[src/rtl/sram_bist_pkg.sv]
package sram_bist_pkg;

    // Sequencer phase
    typedef enum logic [1:0] {
        PH_WRITE    = 2'd0,
        PH_RD_ISSUE = 2'd1,
        PH_RD_WAIT  = 2'd2,
        PH_DONE     = 2'd3
    } bist_phase_e;

    // Test patterns; the encoding is also the run order
    typedef enum logic [2:0] {
        PAT_ONES   = 3'd0,
        PAT_ZEROS  = 3'd1,
        PAT_ALT_LO = 3'd2,
        PAT_ALT_HI = 3'd3,
        PAT_ADDR   = 3'd4
    } bist_pat_e;

endpackage

[src/rtl/sram_bist_patgen.sv]
module sram_bist_patgen
    import sram_bist_pkg::*;
#(
    parameter int unsigned ADDR_W = 16,
    parameter int unsigned DATA_W = 16
) (
    input  bist_pat_e          pat_i,
    input  logic [ADDR_W-1:0]  addr_i,
    output logic [DATA_W-1:0]  data_o
);

    logic [DATA_W-1:0] alt_lo;
    logic [DATA_W-1:0] addr_pat;

    // Alternating word with bit 0 set
    for (genvar b = 0; b < DATA_W; b++) begin : g_alt
        assign alt_lo[b] = ((b % 2) == 0) ? 1'b1 : 1'b0;
    end

    // Address pattern: truncate or zero-extend to the data width
    if (ADDR_W >= DATA_W) begin : g_addr_cut
        assign addr_pat = addr_i[DATA_W-1:0];
    end else begin : g_addr_ext
        assign addr_pat = {{(DATA_W-ADDR_W){1'b0}}, addr_i};
    end

    always_comb begin
        case (pat_i)
            PAT_ONES:   data_o = '1;
            PAT_ZEROS:  data_o = '0;
            PAT_ALT_LO: data_o = alt_lo;
            PAT_ALT_HI: data_o = ~alt_lo;
            PAT_ADDR:   data_o = addr_pat;
            default:    data_o = '0;
        endcase
    end

endmodule

[src/rtl/sram_bist_cmp.sv]
module sram_bist_cmp #(
    parameter int unsigned DATA_W = 16
) (
    input  logic              valid_i,
    input  logic [DATA_W-1:0] got_i,
    input  logic [DATA_W-1:0] exp_i,
    output logic              mismatch_o
);

    logic [DATA_W-1:0] diff;

    assign diff       = got_i ^ exp_i;
    assign mismatch_o = valid_i & (|diff);

endmodule

[src/rtl/sram_bist_seq.sv]
module sram_bist_seq
    import sram_bist_pkg::*;
#(
    parameter int unsigned ADDR_W = 16,
    parameter int unsigned DATA_W = 16
) (
    input  logic              clk,
    input  logic              rst_n,
    input  logic              start_i,
    output logic              mem_req_o,
    output logic              mem_we_o,
    output logic [ADDR_W-1:0] mem_addr_o,
    output logic [DATA_W-1:0] mem_wdata_o,
    input  logic              mem_rvalid_i,
    input  logic [DATA_W-1:0] mem_rdata_i,
    output logic              busy_o,
    output logic              done_o,
    output logic              good_o
);

    localparam logic [ADDR_W-1:0] ADDR_LAST = '1;

    typedef struct packed {
        bist_phase_e       phase;
        bist_pat_e         pat;
        logic [ADDR_W-1:0] addr;
        logic              good;
    } seq_state_t;

    localparam seq_state_t SEQ_INIT = '{
        phase: PH_WRITE,
        pat:   PAT_ONES,
        addr:  '0,
        good:  1'b1
    };

    seq_state_t        s_d, s_q;
    logic [DATA_W-1:0] exp_data;
    logic              cmp_valid;
    logic              mismatch;
    logic              at_last;

    sram_bist_patgen #(
        .ADDR_W (ADDR_W),
        .DATA_W (DATA_W)
    ) u_patgen (
        .pat_i  (s_q.pat),
        .addr_i (s_q.addr),
        .data_o (exp_data)
    );

    assign cmp_valid = mem_rvalid_i && (s_q.phase == PH_RD_WAIT);

    sram_bist_cmp #(
        .DATA_W (DATA_W)
    ) u_cmp (
        .valid_i    (cmp_valid),
        .got_i      (mem_rdata_i),
        .exp_i      (exp_data),
        .mismatch_o (mismatch)
    );

    assign at_last = (s_q.addr == ADDR_LAST);

    always_comb begin
        s_d = s_q;
        case (s_q.phase)
            PH_WRITE: begin
                if (at_last) begin
                    s_d.addr  = '0;
                    s_d.phase = PH_RD_ISSUE;
                end else begin
                    s_d.addr = s_q.addr + 1'b1;
                end
            end
            PH_RD_ISSUE: begin
                s_d.phase = PH_RD_WAIT;
            end
            PH_RD_WAIT: begin
                if (cmp_valid) begin
                    if (mismatch) begin
                        s_d.good = 1'b0;
                    end
                    if (at_last) begin
                        s_d.addr = '0;
                        if (s_q.pat == PAT_ADDR) begin
                            s_d.phase = PH_DONE;
                        end else begin
                            s_d.pat   = bist_pat_e'(s_q.pat + 3'd1);
                            s_d.phase = PH_WRITE;
                        end
                    end else begin
                        s_d.addr  = s_q.addr + 1'b1;
                        s_d.phase = PH_RD_ISSUE;
                    end
                end
            end
            PH_DONE: begin
                s_d = s_q;
            end
            default: begin
                s_d.phase = PH_DONE;
            end
        endcase
        if (start_i) begin
            s_d = SEQ_INIT;
        end
    end

    always_ff @(posedge clk or negedge rst_n) begin
        if (!rst_n) begin
            s_q <= SEQ_INIT;
        end else begin
            s_q <= s_d;
        end
    end

    assign mem_req_o   = (s_q.phase == PH_WRITE) || (s_q.phase == PH_RD_ISSUE);
    assign mem_we_o    = (s_q.phase == PH_WRITE);
    assign mem_addr_o  = s_q.addr;
    assign mem_wdata_o = exp_data;
    assign busy_o      = (s_q.phase != PH_DONE);
    assign done_o      = (s_q.phase == PH_DONE);
    assign good_o      = s_q.good;

endmodule

[config.mk]
export PLATFORM = sky130hd
export DESIGN_NAME = sram_bist_seq
export DESIGN_NICKNAME = d
export VERILOG_FILES = /design/src/rtl/sram_bist_pkg.sv /design/src/rtl/sram_bist_patgen.sv /design/src/rtl/sram_bist_cmp.sv /design/src/rtl/sram_bist_seq.sv
export SDC_FILE = /design/constraint.sdc
export NUM_CORES = 1
export LEC_CHECK = 0
export ABC_AREA = 1
export BUFFER_PORTS_ARGS = -buffer_cell sky130_fd_sc_hd__buf_2
export CAP_MARGIN = 20
export CELL_PAD_IN_SITES_DETAIL_PLACEMENT = 1
export CELL_PAD_IN_SITES_GLOBAL_PLACEMENT = 2
export CORE_AREA = 5 5 96 98
export DETAILED_ROUTE_END_ITERATION = 8
export DIE_AREA = 0 0 101 103
export PLACE_DENSITY = 0.83
export SYNTH_ARGS = -nofsm -noshare
export SYNTH_HDL_FRONTEND = slang
export SYNTH_HIERARCHICAL = 1
export SYNTH_SLANG_ARGS = --single-unit
[constraint.sdc]
create_clock -name clk -period 2 [get_ports clk]
set_input_delay 0.1 -clock clk [delete_from_list [all_inputs] [get_ports clk]]
set_output_delay 0.1 -clock clk [all_outputs]
set_load 0.03 [all_outputs]
==> results.tsv <==
stage	metric	value	unit
routing	vias per inst	4.366	
die	CORE AREA	0.008381	mm²
clocking	Sink Count	22	
synth	post-synth top area cell	dfrtp_1	
worst_setup_path	R2R Path Start	s_q[17]	
worst_setup_path	WP data required	2.21	ns
synth	synthesized area	0.002232	mm²
clocking	H-tree Lvls	1	
clocking	Worst-Skew Late Latency	0.26	ns
synth	synthesized flop and latch total	22	
worst_setup_path	Crit. End Element	flop	
clocking	Clk pin slew, worst setup/hold paths	0.09	ns
power_and_ir_drop	power density over the cells	929.0	mW/mm²
routing	via count	2257	
place	post-DP HPWL	5.257	mm
clocking	Inserted Clock Buffers	3	
clocking	Root Buffer	clkbuf_8	
clocking	CTS tree	yes	
die	die extent in x	101	µm
synth	EDFF count, synth	0	
global_route	vias in the first global route	2340	
worst_setup_path	Worst Setup Path Type	reg -> reg	
global_route	Overall Global Routing Usage	12.48	%
power_and_ir_drop	Leak	1.551	nW
synth	Syn Nets	387	
place	PortBufs	56	
die	I/O pin count	57	
synth	asr flop ratio synth	100.0	%
global_route	initial antenna violation count	0	
routing	drt drc	0	
power_and_ir_drop	Max VDD drop	0.0003129	V
synth	Mapped Cells	360	
worst_setup_path	Startpoint Class	flop	
timing	final hold viol count	0	
worst_setup_path	Crit Reg-Reg Endpoint	good_o	
timing	Peak Freq	571.0	MHz
timing	Final Setup Violations	0	
finish	Antenna Cells	0	
die	Starting Density	26.63	%
routing	ANT nets after route	0	
timing	Fin Clk Skew	0.008447	ns
routing	Total Wirelength	6.363	mm
place	post-place setup slack	0.2076	ns
finish	fin nets	437	
synth	post-synth top area share	23.54	%
timing	worst slew pin tran	0.5317	ns
worst_setup_path	Worst Path Max Fanout	8	
place	routability cong.	0.7783	
finish	multi-input logic area	0.001279	mm²
run	Max Cap Violations	0	
finish	fillers	1116	
clocking	Clock Path Buffers	2	
timing	unrepaired setup endpoints after global routing	false	
synth	Synth cell types	33	
worst_setup_path	crit path DAT	1.96	ns
die	Vert. Die Dim	103	µm
finish	Layout area overhead	17.99	%
synth	largest cells by area after synthesis	dfrtp_1 24%, nand2_1 22%, inv_1 10%	
global_route	GRT Residual Overflow	0	
die	die area	0.01040	mm²
timing	Worst slew margin	64.55	%
worst_hold_path	Hold Path Cell Cnt	4	
global_route	largest net degree at the start of global routing	23	
timing	Final Cycle Share	87.57	%
finish	register area	551.8	µm²
timing	Final TNS setup	0	ns
finish	share of cells above drive strength 1	23.96	%
routing	Initial DRT Pass Iterations	4	
worst_hold_path	Hold Path Sink	s_q[21]	
run_status	status	finished, final reports clean	
routing	Starting DRT DRC Count	65	
synth	sequential area share after synthesis	24.72	%
synth	predominant post-synthesis flop cell	dfrtp_1	
timing	Tmin final	1.751	ns
die	num rows	34	
timing	slack of the critical path	0.2487	ns
worst_hold_path	Tightest Hold Check Type	in -> reg	
timing	Final Max Tran Viols	0	
worst_setup_path	R2R cell count	15	
synth	Yosys warning count	6	
global_route	global-route wire length before repair	10.66	mm
worst_setup_path	R2R setup slack	0.25	ns
worst_hold_path	worst hold path startpoint	start_i	
routing	Routed WL per cell	12.31	µm
synth	Syn Area/Cell	6.200	µm²
## power breakdown
| group | switching, mW | leakage (nW) | internal [mW] |
|---|---|---|---|
| registers | 0.0685 | 0.298 | 0.494 |
| logic | 1.02 | 1.22 | 0.443 |
| clock network | 0.154 | 0.0357 | 0.267 |
## worst max-delay path, stage by stage (launching register included)
cell and delay (ns):
dfrtp_1 0.45, inv_2 0.12, nand2_1 0.06, nand2_1 0.22, nand2_1 0.09, inv_1 0.10
nand2_1 0.06, inv_1 0.05, nor2_1 0.03, nor2_1 0.09, nand2_1 0.07, nor2_1 0.13
a21oi_1 0.08, nand2_1 0.06, nand2_1 0.04, nand2_1 0.05
## area by class of cell
class	count	area share, %
clock inverters	1	1.140
clock buffers	3	1.568
repair buffers	65	13.30
multi-input cells	253	48.55
flip-flops and latches	22	20.95
well taps	108	5.131
inverters	65	9.359
## layout by cell type, fill, tap and decap left out, types with 2 or more instances in the layout
master    count
a21oi_1       8
a31oi_1       3
buf_2        56
buf_4         8
clkbuf_8      3
dfrtp_1      21
ha_1          7
inv_1        61
inv_2         3
nand2_1     133
nand2_2       3
nand2_4       3
nand3_1      15
nand4_1       5
nor2_1       43
nor2_2        4
nor2_4        3
nor2_8        3
nor3_2        5
nor3b_1       2
o21ai_0       3
o21ai_1       3
xor2_1        2
## how the worst max path moves through the flow
| stage | from | to | slack (ns) |
|---|---|---|---|
| global route | s_q[17] | good_o | 0.009 |
| finish | s_q[17] | good_o | 0.25 |
| global placement | s_q[20] | mem_addr_o[11] | 0.29 |
| floorplan | s_q[19] | good_o | 0.18 |
| detailed placement | s_q[17] | good_o | 0.21 |
| CTS | s_q[17] | good_o | 0.18 |
## Yosys cell counts, types with 4 or more instances
master,instances
nor2_2,4
dfrtp_1,21
nand4_1,5
inv_1,61
nand2_1,133
nor2_1,43
nor3_2,5
buf_4,17
a21oi_1,8
nand3_1,15
ha_1,7
## registers in the layout, indices dropped and copies added (netlist names)
register	cells
good_o	1
mem_addr_o	16
s_q	5
## kinds of logic after synthesis
group	synth area share (%)
simple gates	46.75
buf+inv	17.99
flops	24.72
compound gates	5.437
fa+ha+maj	3.924
xor+xnor	1.177
## layer usage
| metal | up-vias | wire [µm] | track usage, % |
|---|---|---|---|
| li1 | 1158 | - | - |
| met1 | 1062 | 2797 | 15.37 |
| met2 | 35 | 3226 | 23.49 |
| met3 | 2 | 303 | 1.759 |
| met4 | 0 | 36 | 1.840 |
| met5 | - | 0 | 0 |
## repair_timing
action,CTS,global route
buffers inserted,0,5
hold endpoints to repair,21,0
gates resized for setup,0,0
hold buffers,1,0
endpoints found under the setup margin,0,1
## through the flow
step / power [mW] / instances / hold WS, ns / instance area [µm²] / utilization [%]
after floorplan: 1.648 / 360 / -0.1956 / 2232 / -
after global placement: 1.963 / 507 / 0.1129 / 2515 / 30.01
after detailed placement: 1.999 / 507 / 0.1134 / 2515 / 30.01
after CTS: 2.431 / 512 / 0.2068 / 2596 / 30.98
after global routing: 2.670 / 517 / 0.2402 / 2634 / 31.43
final: 2.447 / 517 / 0.2069 / 2634 / 31.43
Note: power is estimated with default switching activity, not from simulation.
